<file path="src/rtl/la_cap_pkg.sv">
package la_cap_pkg;

  typedef enum logic [1:0] {
    ST_IDLE  = 2'd0,
    ST_ARMED = 2'd1,
    ST_POST  = 2'd2,
    ST_DONE  = 2'd3
  } cap_state_e;

  // Number of core cycles between sample strobes for a rate code.
  function automatic int unsigned strobe_period(input logic [2:0] code);
    if (code == 3'd7) return 1;
    return 32'd2 << code;
  endfunction

  // Smallest exponent so the requested time fits a 7-bit count.
  function automatic logic [2:0] post_unit(input logic [12:0] req_us);
    logic [2:0] u;
    u = 3'd6;
    for (int k = 6; k >= 0; k--) begin
      if ((req_us >> k) < 13'd128) u = 3'(k);
    end
    return u;
  endfunction

  function automatic logic [6:0] post_count(input logic [12:0] req_us,
                                            input logic [2:0]  u);
    return 7'(req_us >> u);
  endfunction

  // Effective delay in microseconds from the unit/count pair.
  function automatic logic [12:0] post_delay(input logic [2:0] u,
                                             input logic [6:0] cnt);
    return 13'(13'(cnt) << u);
  endfunction

endpackage

</file>
<file path="src/rtl/la_edge_det.sv">
module la_edge_det (
  input  logic clk,
  input  logic rst_n,
  input  logic src_manual,
  input  logic edge_fall,
  input  logic trig_in,
  input  logic man_trig,
  output logic evt
);
  logic trig_q;
  logic man_q;

  always_ff @(posedge clk) begin
    if (!rst_n) begin
      trig_q <= 1'b0;
      man_q  <= 1'b0;
    end else begin
      trig_q <= trig_in;
      man_q  <= man_trig;
    end
  end

  logic sig_rise;
  logic sig_fall;
  logic man_rise;

  assign sig_rise = ~trig_q & trig_in;
  assign sig_fall = trig_q & ~trig_in;
  assign man_rise = ~man_q & man_trig;

  always_comb begin
    if (src_manual)     evt = man_rise;
    else if (edge_fall) evt = sig_fall;
    else                evt = sig_rise;
  end
endmodule

</file>
<file path="src/rtl/la_rate_gen.sv">
module la_rate_gen
  import la_cap_pkg::*;
#(
  parameter int CNT_W = 7
) (
  input  logic       clk,
  input  logic       rst_n,
  input  logic       run,
  input  logic [2:0] rate,
  output logic       strobe
);
  logic [CNT_W-1:0] cnt;
  logic [CNT_W-1:0] last;
  logic             hit;

  assign last   = CNT_W'(strobe_period(rate) - 1);
  assign hit    = (cnt == last);
  assign strobe = run & hit;

  always_ff @(posedge clk) begin
    if (!rst_n)      cnt <= '0;
    else if (!run)   cnt <= '0;
    else if (hit)    cnt <= '0;
    else             cnt <= cnt + 1'b1;
  end
endmodule

</file>
<file path="src/rtl/la_post_timer.sv">
module la_post_timer
  import la_cap_pkg::*;
#(
  parameter int CLK_PER_US = 4
) (
  input  logic        clk,
  input  logic        rst_n,
  input  logic        load,
  input  logic        run,
  input  logic [12:0] req_us,
  output logic        expired
);
  localparam int PRE_W = (CLK_PER_US > 1) ? $clog2(CLK_PER_US) : 1;

  logic [2:0]  unit_exp;
  logic [6:0]  unit_cnt;
  logic [12:0] delay_us;
  logic [12:0] left_us;
  logic        us_tick;

  assign unit_exp = post_unit(req_us);
  assign unit_cnt = post_count(req_us, unit_exp);
  assign delay_us = post_delay(unit_exp, unit_cnt);
  assign expired  = (left_us == '0);

  generate
    if (CLK_PER_US > 1) begin : g_prescale
      logic [PRE_W-1:0] pre;
      logic             pre_wrap;
      assign pre_wrap = (pre == PRE_W'(CLK_PER_US - 1));
      assign us_tick  = run & ~expired & pre_wrap;
      always_ff @(posedge clk) begin
        if (!rst_n)                pre <= '0;
        else if (load)             pre <= '0;
        else if (run && !expired)  pre <= pre_wrap ? '0 : pre + 1'b1;
      end
    end else begin : g_direct
      assign us_tick = run & ~expired;
    end
  endgenerate

  always_ff @(posedge clk) begin
    if (!rst_n)        left_us <= '0;
    else if (load)     left_us <= delay_us;
    else if (us_tick)  left_us <= left_us - 1'b1;
  end
endmodule

</file>
<file path="src/rtl/la_wr_track.sv">
module la_wr_track #(
  parameter int SLOT_W     = 15,
  parameter int START_SLOT = 8,
  parameter int SIZE_SLOTS = 24,
  parameter int DATA_W     = 64
) (
  input  logic              clk,
  input  logic              rst_n,
  input  logic              arm,
  input  logic              wr_en,
  input  logic [DATA_W-1:0] wr_data,
  input  logic [SLOT_W-1:0] rd_slot,
  output logic [SLOT_W-1:0] wr_slot,
  output logic [SLOT_W-1:0] finish_slot,
  output logic              wrapped,
  output logic [DATA_W-1:0] rd_data
);
  localparam int IDX_W = (SIZE_SLOTS > 1) ? $clog2(SIZE_SLOTS) : 1;
  localparam logic [SLOT_W-1:0] BASE = SLOT_W'(START_SLOT);

  logic [DATA_W-1:0] mem [SIZE_SLOTS];
  logic [IDX_W-1:0]  idx;
  logic [IDX_W-1:0]  fin_idx;
  logic              at_last;

  assign at_last     = (idx == IDX_W'(SIZE_SLOTS - 1));
  assign wr_slot     = BASE + SLOT_W'(idx);
  assign finish_slot = BASE + SLOT_W'(fin_idx);

  always_ff @(posedge clk) begin
    if (!rst_n) begin
      idx     <= '0;
      fin_idx <= '0;
      wrapped <= 1'b0;
    end else if (arm) begin
      idx     <= '0;
      fin_idx <= '0;
      wrapped <= 1'b0;
    end else if (wr_en) begin
      fin_idx <= idx;
      if (at_last) begin
        idx     <= '0;
        wrapped <= 1'b1;
      end else begin
        idx <= idx + 1'b1;
      end
    end
  end

  always_ff @(posedge clk) begin
    if (wr_en) mem[idx] <= wr_data;
  end

  logic [SLOT_W-1:0] rd_off;
  logic              rd_in_win;

  assign rd_off    = rd_slot - BASE;
  assign rd_in_win = (rd_slot >= BASE) && (rd_off < SLOT_W'(SIZE_SLOTS));
  assign rd_data   = rd_in_win ? mem[rd_off[IDX_W-1:0]] : '0;
endmodule

</file>
<file path="src/rtl/la_capture.sv">
module la_capture
  import la_cap_pkg::*;
#(
  parameter int SLOT_W     = 15,
  parameter int START_SLOT = 8,
  parameter int SIZE_SLOTS = 24,
  parameter int CLK_PER_US = 4,
  parameter int DATA_W     = 64
) (
  input  logic              clk,
  input  logic              rst_n,
  input  logic              cfg_en,
  input  logic              cfg_src,
  input  logic              cfg_edge,
  input  logic [2:0]        cfg_rate,
  input  logic [12:0]       cfg_post_us,
  input  logic              trig_in,
  input  logic              man_trig,
  input  logic [DATA_W-1:0] smp_data,
  input  logic [SLOT_W-1:0] rd_slot,
  output logic [DATA_W-1:0] rd_data,
  output logic              busy,
  output logic              wrapped,
  output logic [SLOT_W-1:0] finish_slot,
  output logic [31:0]       status
);
  cap_state_e state;
  cap_state_e state_nx;

  logic trig_evt;
  logic strobe;
  logic expired;
  logic arm;
  logic trig_acc;
  logic post_done;
  logic wr_en;
  logic [SLOT_W-1:0] wr_slot;

  assign busy      = (state == ST_ARMED) || (state == ST_POST);
  assign arm       = (state == ST_IDLE) && cfg_en;
  assign trig_acc  = (state == ST_ARMED) && cfg_en && trig_evt;
  assign post_done = (state == ST_POST) && expired;
  assign wr_en     = strobe;

  always_comb begin
    state_nx = state;
    if (!cfg_en) begin
      state_nx = ST_IDLE;
    end else begin
      unique case (state)
        ST_IDLE:  state_nx = ST_ARMED;
        ST_ARMED: if (trig_evt)  state_nx = ST_POST;
        ST_POST:  if (post_done) state_nx = ST_DONE;
        ST_DONE:  state_nx = ST_DONE;
        default:  state_nx = ST_IDLE;
      endcase
    end
  end

  always_ff @(posedge clk) begin
    if (!rst_n) state <= ST_IDLE;
    else        state <= state_nx;
  end

  la_edge_det u_edge (
    .clk        (clk),
    .rst_n      (rst_n),
    .src_manual (cfg_src),
    .edge_fall  (cfg_edge),
    .trig_in    (trig_in),
    .man_trig   (man_trig),
    .evt        (trig_evt)
  );

  la_rate_gen #(.CNT_W(7)) u_rate (
    .clk    (clk),
    .rst_n  (rst_n),
    .run    (busy),
    .rate   (cfg_rate),
    .strobe (strobe)
  );

  la_post_timer #(.CLK_PER_US(CLK_PER_US)) u_timer (
    .clk     (clk),
    .rst_n   (rst_n),
    .load    (trig_acc),
    .run     (state == ST_POST),
    .req_us  (cfg_post_us),
    .expired (expired)
  );

  la_wr_track #(
    .SLOT_W     (SLOT_W),
    .START_SLOT (START_SLOT),
    .SIZE_SLOTS (SIZE_SLOTS),
    .DATA_W     (DATA_W)
  ) u_track (
    .clk         (clk),
    .rst_n       (rst_n),
    .arm         (arm),
    .wr_en       (wr_en),
    .wr_data     (smp_data),
    .rd_slot     (rd_slot),
    .wr_slot     (wr_slot),
    .finish_slot (finish_slot),
    .wrapped     (wrapped),
    .rd_data     (rd_data)
  );

  assign status = {wrapped, 15'(finish_slot), 14'd0, busy, cfg_en};
endmodule

</file>
<file path="config.mk">
export PLATFORM = sky130hd
export DESIGN_NAME = la_capture
export DESIGN_NICKNAME = d
export VERILOG_FILES = /design/src/rtl/la_cap_pkg.sv /design/src/rtl/la_edge_det.sv /design/src/rtl/la_rate_gen.sv /design/src/rtl/la_post_timer.sv /design/src/rtl/la_wr_track.sv /design/src/rtl/la_capture.sv
export SDC_FILE = /design/constraint.sdc
export NUM_CORES = 1
export LEC_CHECK = 0
export ABC_AREA = 0
export BUFFER_PORTS_ARGS = -buffer_cell sky130_fd_sc_hd__buf_2
export CORE_ASPECT_RATIO = 0.9
export CORE_MARGIN = 2
export CORE_UTILIZATION = 41
export DETAILED_ROUTE_END_ITERATION = 10
export SYNTH_ARGS = -nofsm -noshare
export SYNTH_HDL_FRONTEND = slang
export SYNTH_SLANG_ARGS = --single-unit
</file>
<file path="constraint.sdc">
create_clock -name clk -period 9.6 [get_ports clk]
set_input_delay 2.88 -clock clk [delete_from_list [all_inputs] [get_ports clk]]
set_output_delay 2.88 -clock clk [all_outputs]
set_load 0.02 [all_outputs]
</file>
==> metrics list, run 1 <==
- 1st-pass router iterations: 5
* Sequential Area: 0.0469 mm²
- Share of layout cells above drive strength 1: 0.300
- In this run, synthesis inferred 1536 flip-flops with an integrated enable.
* Worst EP required: 6.72 ns
* Post-CTS setup repair buffer count: 0
* Yosys warning total: 0
- For this design the top-level I/O count stands at 215.
- Synthesis handed over a netlist of 2785 instances.
- Summed over all layers, the global routing overflow is 0.
- Internal power: between 0.01 and 0.015 W
- The H-tree generated during clock tree synthesis spans 4 levels.
- Count of endpoints failing setup in the final report: 0
- Final Non-Filler Cells: about 5k
* DRC violation count after routing: 0
* Area of combinational cells with multiple inputs: 0.0137 mm²
- In this run, synthesis produced a sequential element count of 1573.
- STA classifies the critical path endpoint as an output pin.
* Final cell utilization of the core: 0.471
- Standard-cell row count: roughly 130
- After synthesis, the share of flip-flops with an asynchronous set or reset is 0.
- TritonCTS built the clock tree.
* Number of global-route vias before repair: around 31k
- The number of antenna violations at the first check in global routing is 19.
* Max-capacitance violation count: 0
- Fmax: 0.120 GHz
* Number of buffer cells added on primary ports: between 150 and 200
- Wire length of the first global-routing pass: 216 mm
- Final GP Congestion: 0.776
- At the pin with the least slew margin, the transition time is 1.07 ns.
* Die height: 371 µm
* Run status: completed
- Measured against its own limit, the worst slew margin works out to 0.290.
- Data on the critical path arrives at its endpoint at 5.48 ns.
- Overall routed net length: 150 mm
* Number of nets in the finished design: 3169
- In this run the remaining antenna-violating nets after routing total 0.
- Total global-route track usage: 0.197
- Hold Fails Final Rpt: 0
* Static Leakage: ~22 nW
- Core area: between 0.1 and 0.15 mm²
- Maximum fanout count along the critical path: 34
* Power share of the sequential group: 0.536
- Mapped Avg Cell Area: 22.0 µm²
- The share of the Yosys chip area taken by registers is 0.764.
* Instance count after placement with tap cells included: approximately 5k
- Share of the clock period used by the worst path: 0.871
- Latest clock arrival within the worst-skew pair: between 0.7 and 0.8 ns
- Proportion of total power due to net switching: 0.211
- Worst Path Class, Setup: input pin to output pin
- Die extent in x: 412 µm
* WL per Instance: 29.2 µm
- For this design the total switching power over the nets is between 0.002 and 0.003 W.
- Ys flop type: edfxtp_1
- Pwr Density: 201 mW/mm²
- The number of gates resized after CTS was 0.
- Clock transition at path regs: about 0.060 ns
* Kind of start point of the critical path: input pin
- Die ar.: around 0.15 mm²
* # clock sinks: 1573
* Hpwl dp: 79.4 mm
* IR drop worst, VDD: 170 µV
- The final route contains 29.4k vias.
- Adding up every negative setup slack in the final design gives 0 ns.
- After synthesis, the netlist uses 65 different library cells.
* Worst Hold Class: register to register
- Min Tclk post-route: 8.36 ns
- Worst hold-check slack: 0.482 ns
- The initial utilization of the core area, before any placement, comes to 0.413.
- Summing every instance area after synthesis gives 0.0613 mm².
- The first routing iteration left 3240 violations.
- After filler insertion, the fill cell instance count of the layout stands at 12.1k.
- Buffers inserted to repair hold after CTS numbered 0.
* Number of buffers inserted during clock tree synthesis: 156
- The cell sitting at the root of the clock tree is a clkbuf_16.
- On the final layout, the worst clock skew is roughly 0.044 ns.
- The clock passes through at most 3 buffers.
- Relative area change from synthesis to final layout: 13.9%
- The final count of pins violating max slew is 0.
- Of the total power, the clock network draws 0.417.
- Pin count of the biggest net entering global routing: 75
- Vias per Instance: 5.71
- Setup repair after global routing left no endpoint under its margin.
- Power share of the combinational group: 0.046
==> registers in the layout, summed over array words and instances (netlist names), 2 cells and up <==
name                    flops
u_track.mem              1536
u_timer.left_us            13
u_rate.cnt                  7
u_track.fin_idx             5
u_track.idx                 5
state                       2
u_timer.g_prescale.pre      2
==> worst max-delay path, cell delays in order <==
cell and delay [ns]:
buf_8 0.32, buf_4 0.50, mux4_2 0.56, mux4_2 0.47, a21oi_1 0.39, nor2_1 0.11
buf_2 0.19
==> cells by family (layout without fill, tap and decap cells) <==
kind of cell	count (synthesis)	after routing	share of synthesized area
buffers and inverters	204	561	0.0161
muxes	523	523	0.177
other	1	36	0.0000612
adders and majority gates	13	13	0.00265
and+or+nand+nor	308	308	0.0230
xor gates and xnor gates	16	16	0.00229
DFF	1573	1573	0.764
AOI/OAI and AO/OA	147	147	0.0149
==> synth_stat cells (10+ instances only) <==
| library cell | count | area (µm²) |
|---|---|---|
| nand2_1 | 39 | 146 |
| a21oi_1 | 83 | 415 |
| o21ai_0 | 12 | 60.1 |
| dfxtp_1 | 37 | 741 |
| buf_4 | 45 | 338 |
| inv_1 | 16 | 60.1 |
| and3_1 | 26 | 163 |
| nor3_1 | 14 | 70.1 |
| nor2_1 | 166 | 623 |
| xnor2_1 | 10 | 87.6 |
| mux2i_1 | 73 | 731 |
| edfxtp_1 | 1536 | 46100 |
| ha_1 | 13 | 163 |
| clkbuf_1 | 79 | 297 |
| mux4_2 | 448 | 10100 |
| buf_2 | 42 | 210 |
| nand3_1 | 14 | 70.1 |
| buf_1 | 21 | 78.8 |
==> through the flow <==
stage / setup WS, ns / instance area (µm²) / power (W)
after CTS: 1.16 / 69800 / 0.0142
after floorplan: 1.77 / 61400 / 0.00810
final: 1.24 / 69800 / 0.0141
after global placement: 1.15 / 64900 / 0.00832
after global routing: 0.982 / 69800 / 0.0145
after detailed placement: 1.16 / 64900 / 0.00834
==> area by class of cell <==
type / count / share of cell area
antenna: 4 / 0.000143
clock buffer: 201 / 0.0588
clock inverter: 76 / 0.0110
inverter: 16 / 0.000860
multi-input combinational: 1039 / 0.197
sequential: 1573 / 0.671
tap: 1972 / 0.0353
timing repair buffer: 268 / 0.0262
==> cells in the final DEF (no fill, tap or decap), types with 6 or more instances in the layout <==
master	count
edfxtp_1	1536
mux4_2	448
buf_2	178
nor2_1	165
clkbuf_16	157
a21oi_1	83
mux2i_1	73
buf_4	67
clkbuf_1	43
nand2_1	39
dfxtp_1	37
clkinv_1	33
conb_1	32
and3_4	23
buf_12	19
clkinv_2	17
inv_1	16
nor3_1	14
nand3_1	14
o21ai_0	12
ha_1	12
xnor2_1	10
a211oi_1	9
bufinv_16	9
nand4_1	7
xor2_1	6
nor3b_1	6
nor2b_1	6
==> metal layers <==
layer / vias to the layer above / share of wire / wire, µm / track usage
met5: - / 0.00058 / 87 / 0
met4: 16 / 0.018 / 2750 / 0.0468
met3: 231 / 0.064 / 9580 / 0.0353
met2: 1103 / 0.49 / 74200 / 0.326
met1: 15900 / 0.42 / 63700 / 0.274
li1: 12200 / - / - / -
==> power groups by stage <==
stage	clock, W	sequential, W	combinational [W]
after floorplan	0	0.00768	0.000412
after global placement	0	0.00768	0.000637
after detailed placement	0	0.00768	0.000658
after CTS	0.00599	0.00754	0.000660
after global routing	0.00623	0.00753	0.000705
final	0.00587	0.00754	0.000650
==> path summary, 6_finish.rpt <==
kind / start / end / slack, ns / cells past startpoint
worst max register to register: u_rate.cnt[3] / u_track.mem[3][55] / 5.17 / 7
worst min register to register: u_timer.g_prescale.pre[1] / u_timer.g_prescale.pre[1] / 0.48 / 2
worst min-delay path: u_timer.g_prescale.pre[1] / u_timer.g_prescale.pre[1] / 0.48 / 2
worst max-delay path: rd_slot[0] / rd_data[30] / 1.24 / 7
Power figures use the tool's default switching activity.
==> run 2, diff against run 1 <==
- SYNTH_HIERARCHICAL: default -> 1
==> run 2 against run 1 <==
Via count grew 2.6%. Clock skew shrank 0.011 ns. Utilization is 0.22 points lower. Count of clock-buffer cells in the layout decreased by 2. Non-clock buffer count decreased by 6. Hold slack better by 0.0025 ns. Clock power up 2%. Area after synthesis shrank 0.44%. Sequential power is essentially flat. Register-to-register slack worse by 0.04 ns. First-iteration DRC count decreased by 3.7%. Critical path type unchanged. Critical endpoint is now rd_data[55]. Largest cell class unchanged. Largest power group unchanged.
==> metrics list, run 2 <==
* Mapped Avg Cell Area: 20.6 µm² (was 22.0 µm²)
* Kind of start point of the critical path: input pin (unchanged)
* Final Non-Filler Cells: 5290 (was 5149)
* Hpwl dp: 77.1 mm (was 79.4 mm)
* Worst Path Class, Setup: input pin to output pin (unchanged)
* Core area: 0.148 mm² (about the same)
- Number of cells upsized or downsized after cts: 0 (unchanged)
- The number of nets in the final layout came to 3309 (was 3169).
- Setup repair after global routing missed its margin: false (unchanged).
- The data required time of the critical path came to 6.72 ns (about the same).
- Relative area change from synthesis to final layout: 13.6% (was 13.9%)
* Total global-route track usage: 0.190 (was 0.197)
- The family with the most delay on the worst path was buffers and inverters (was multiplexers).
- The H-tree depth reported by CTS is 4 (unchanged).
- Post-synth design cell area: 0.0611 mm² (was 0.0613 mm²)
* Filler cells: 12.2k (was 12.1k)
- Measured slew at the worst slew-check pin: 1.07 ns (about the same)
- The number of max-capacitance violations reported came to 0 (unchanged).
- Maximum cell stage delay along the critical path: 0.70 ns (was 0.56 ns)
* Number of antenna violations at the first check in global routing: 11 (was 19)
* Wire length of the first global-routing pass: 210 mm (was 216 mm)
- The number of instances in the placed design came to 5002 (was 4868).
- Run status: completed (unchanged).
- Cell area after placement: 0.0643 mm² (was 0.0649 mm²)
- Most used cells in the layout excluding fill and tap cells: edfxtp_1, mux2i_1, mux4_2, buf_2, clkbuf_16 (was edfxtp_1, mux4_2, buf_2, nor2_1, clkbuf_16).
* Die height: 370 µm (was 371 µm)
* Flip-flop count of the largest register after layout: 1536 (unchanged)
- The remaining antenna violation count after routing is 0 (unchanged).
- Initial Util: 0.412 (was 0.413)
* Ordered cell list for the critical path: buf_8, buf_12, mux4_2, o22ai_1, nor4_2, buf_2 (was buf_8, buf_4, mux4_2, mux4_2, a21oi_1, nor2_1, buf_2)
- Number of buffers inserted during clock tree synthesis: 160 (was 156)
- The maximum root-to-sink buffer count is 3 (unchanged).
- The clock skew after layout was 0.0330 ns (was 0.0437 ns).
- The weighted congestion reported at the end of routability-driven placement was 0.733 (was 0.776).
* Global route overflow: 0 (unchanged)
* Clock tree root driver cell: clkbuf_16 (unchanged)
- Most frequent standard cell in the layout excluding fill and tap cells: edfxtp_1 (unchanged)
- The clock sink total was 1573 (unchanged).
- The leakage power figure was 22.4 nW (was 22.2 nW).
* Registers with the highest flip-flop counts: u_track/mem x1536, u_timer/left_us x13, u_rate/cnt x7 (was u_track.mem x1536, u_timer.left_us x13, u_rate.cnt x7)
- The clock latency on the worst-skew pair was 0.78 ns (was 0.79 ns).
* Share of layout cells above drive strength 1: 0.252 (was 0.300)
- Clock tree from TritonCTS: done (unchanged)
- Min Tclk post-route: 8.48 ns (was 8.36 ns)
- The largest register by flop count is u_track/mem (was u_track.mem).
- I/O pin cnt: 215 (unchanged)
- Non-Filler Cell Area, Final: 0.0693 mm² (was 0.0698 mm²)
- WL per Instance: 27.4 µm (was 29.2 µm)
- Maximum fanout count along the critical path: 79 (was 34)
* Share of the clock period used by the worst path: 0.884 (was 0.871)
- Final cell utilization of the core: 0.468 (was 0.471)
- The wire length reported by the detailed router is 145 mm (was 150 mm).
- The relative max-transition margin was 0.284 (was 0.290).
* Pin count of the biggest net entering global routing: 80 (was 75)
- The via count of the first global-routing pass is 29.8k (was 30.8k).
- Number of buffer cells added on primary ports: 182 (unchanged)
- The number of vias in the routed layout was 30.2k (was 29.4k).
- The cell row count came to 134 (unchanged).
- Kind of end point of the critical path: output pin (unchanged)
- Slowest cell on the critical path: nor4_2 (was mux4_2)
- The first-pass iteration count of the detailed router is 6 (was 5).
- The final setup TNS is 0 ns (unchanged).
* Die extent in x: 411 µm (was 412 µm)
- Hold Fails Final Rpt: 0 (unchanged)
- The overall die area is 0.152 mm² (was 0.153 mm²).
- Number of pins exceeding their max-slew limit in the final report: 0 (unchanged)
* DRC violation count after routing: 0 (unchanged)
- The peak ir drop on the vdd network was 158 µV (was 170 µV).
* Post-CTS setup repair buffer count: 0 (unchanged)
- Fmax: 0.118 GHz (was 0.120 GHz)
- Count of endpoints failing setup in the final report: 0 (unchanged)
- The warning count from the yosys run was 6 (was 0).
- The number of buffers inserted for hold repair after clock tree synthesis is 0 (unchanged).
- Number of instances in the synthesized netlist: 2962 (was 2785)
- The number of vias per cell is 5.70 (was 5.71).
- Pwr Density: 203 mW/mm² (was 201 mW/mm²)
- The count of buffering cells on the critical path with inverters included came to 3 (unchanged).
- The clock-pin slew on the worst setup and hold paths is 0.06 ns (about the same).
- Worst Hold Class: register to register (unchanged)
- The arrival time of the worst setup path is 5.60 ns (was 5.48 ns).
- The iteration-0 DRC count of the detailed router is 3121 (was 3240).
## run 2: changes by cell type in the layout (fill, tap and decap cells not counted), sizes merged, moves of 64 or more
cell | before | now
nor4 | 4 | 68
mux2i | 73 | 263
nor2 | 167 | 22
o22ai | 4 | 130
mux4 | 448 | 256
a22oi | 1 | 129
## run 2: routing by layer
| metal | up-vias | wire length [µm] | track usage |
|---|---|---|---|
| li1 | 12800 | - | - |
| met1 | 16200 | 66000 | 0.285 |
| met2 | 1014 | 67100 | 0.288 |
| met3 | 164 | 9800 | 0.0350 |
| met4 | 8 | 2080 | 0.0412 |
| met5 | - | 39 | 0 |
## run 2: area by class of cell
type                       instances  area, µm²  area share
antenna                            2       5.00   0.0000722
clock buffer                     199       4170      0.0602
clock inverter                    87        817      0.0118
inverter                          20       75.1     0.00108
multi-input combinational       1175      13200       0.191
sequential                      1573      46900       0.676
tap                             1972       2470      0.0356
timing repair buffer             262       1720      0.0248
## run 2: path summary, 6_finish.rpt
check,depth (start not counted),slack (ns),from,endpoint
min,2,0.48,u_timer/left_us[3],u_timer/left_us[3]
max reg2reg,8,5.13,u_rate/cnt[1],u_track/mem[2][2]
max,6,1.12,rd_slot[0],rd_data[55]
min reg2reg,2,0.48,u_timer/left_us[3],u_timer/left_us[3]
## run 2: power by group
| group | internal, W | total [W] | switching (W) |
|---|---|---|---|
| Combinational | 0.000214 | 0.000595 | 0.000382 |
| Clock | 0.00335 | 0.00596 | 0.00261 |
| Sequential | 0.00753 | 0.00754 | 0.00000271 |
| Total | 0.0111 | 0.0141 | 0.00299 |
## run 2: through the flow
step | hold slack, ns | power [W] | setup slack (ns)
finish | 0.484 | 0.0141 | 1.12
global placement | 0.460 | 0.00827 | 1.09
floorplan | 0.445 | 0.00805 | 1.95
CTS | 0.482 | 0.0142 | 1.08
detailed placement | 0.473 | 0.00828 | 1.09
global route | 0.515 | 0.0145 | 0.867
## run 2: worst reg2reg max path: stages, from the launching register on
cell and delay (ns):
dfxtp_1 0.44, nor4bb_1 0.28, o21ai_0 0.17, a22oi_4 0.33, and3_1 0.49, inv_1 0.17
nor2_1 0.62, and3_4 1.00, buf_4 0.58
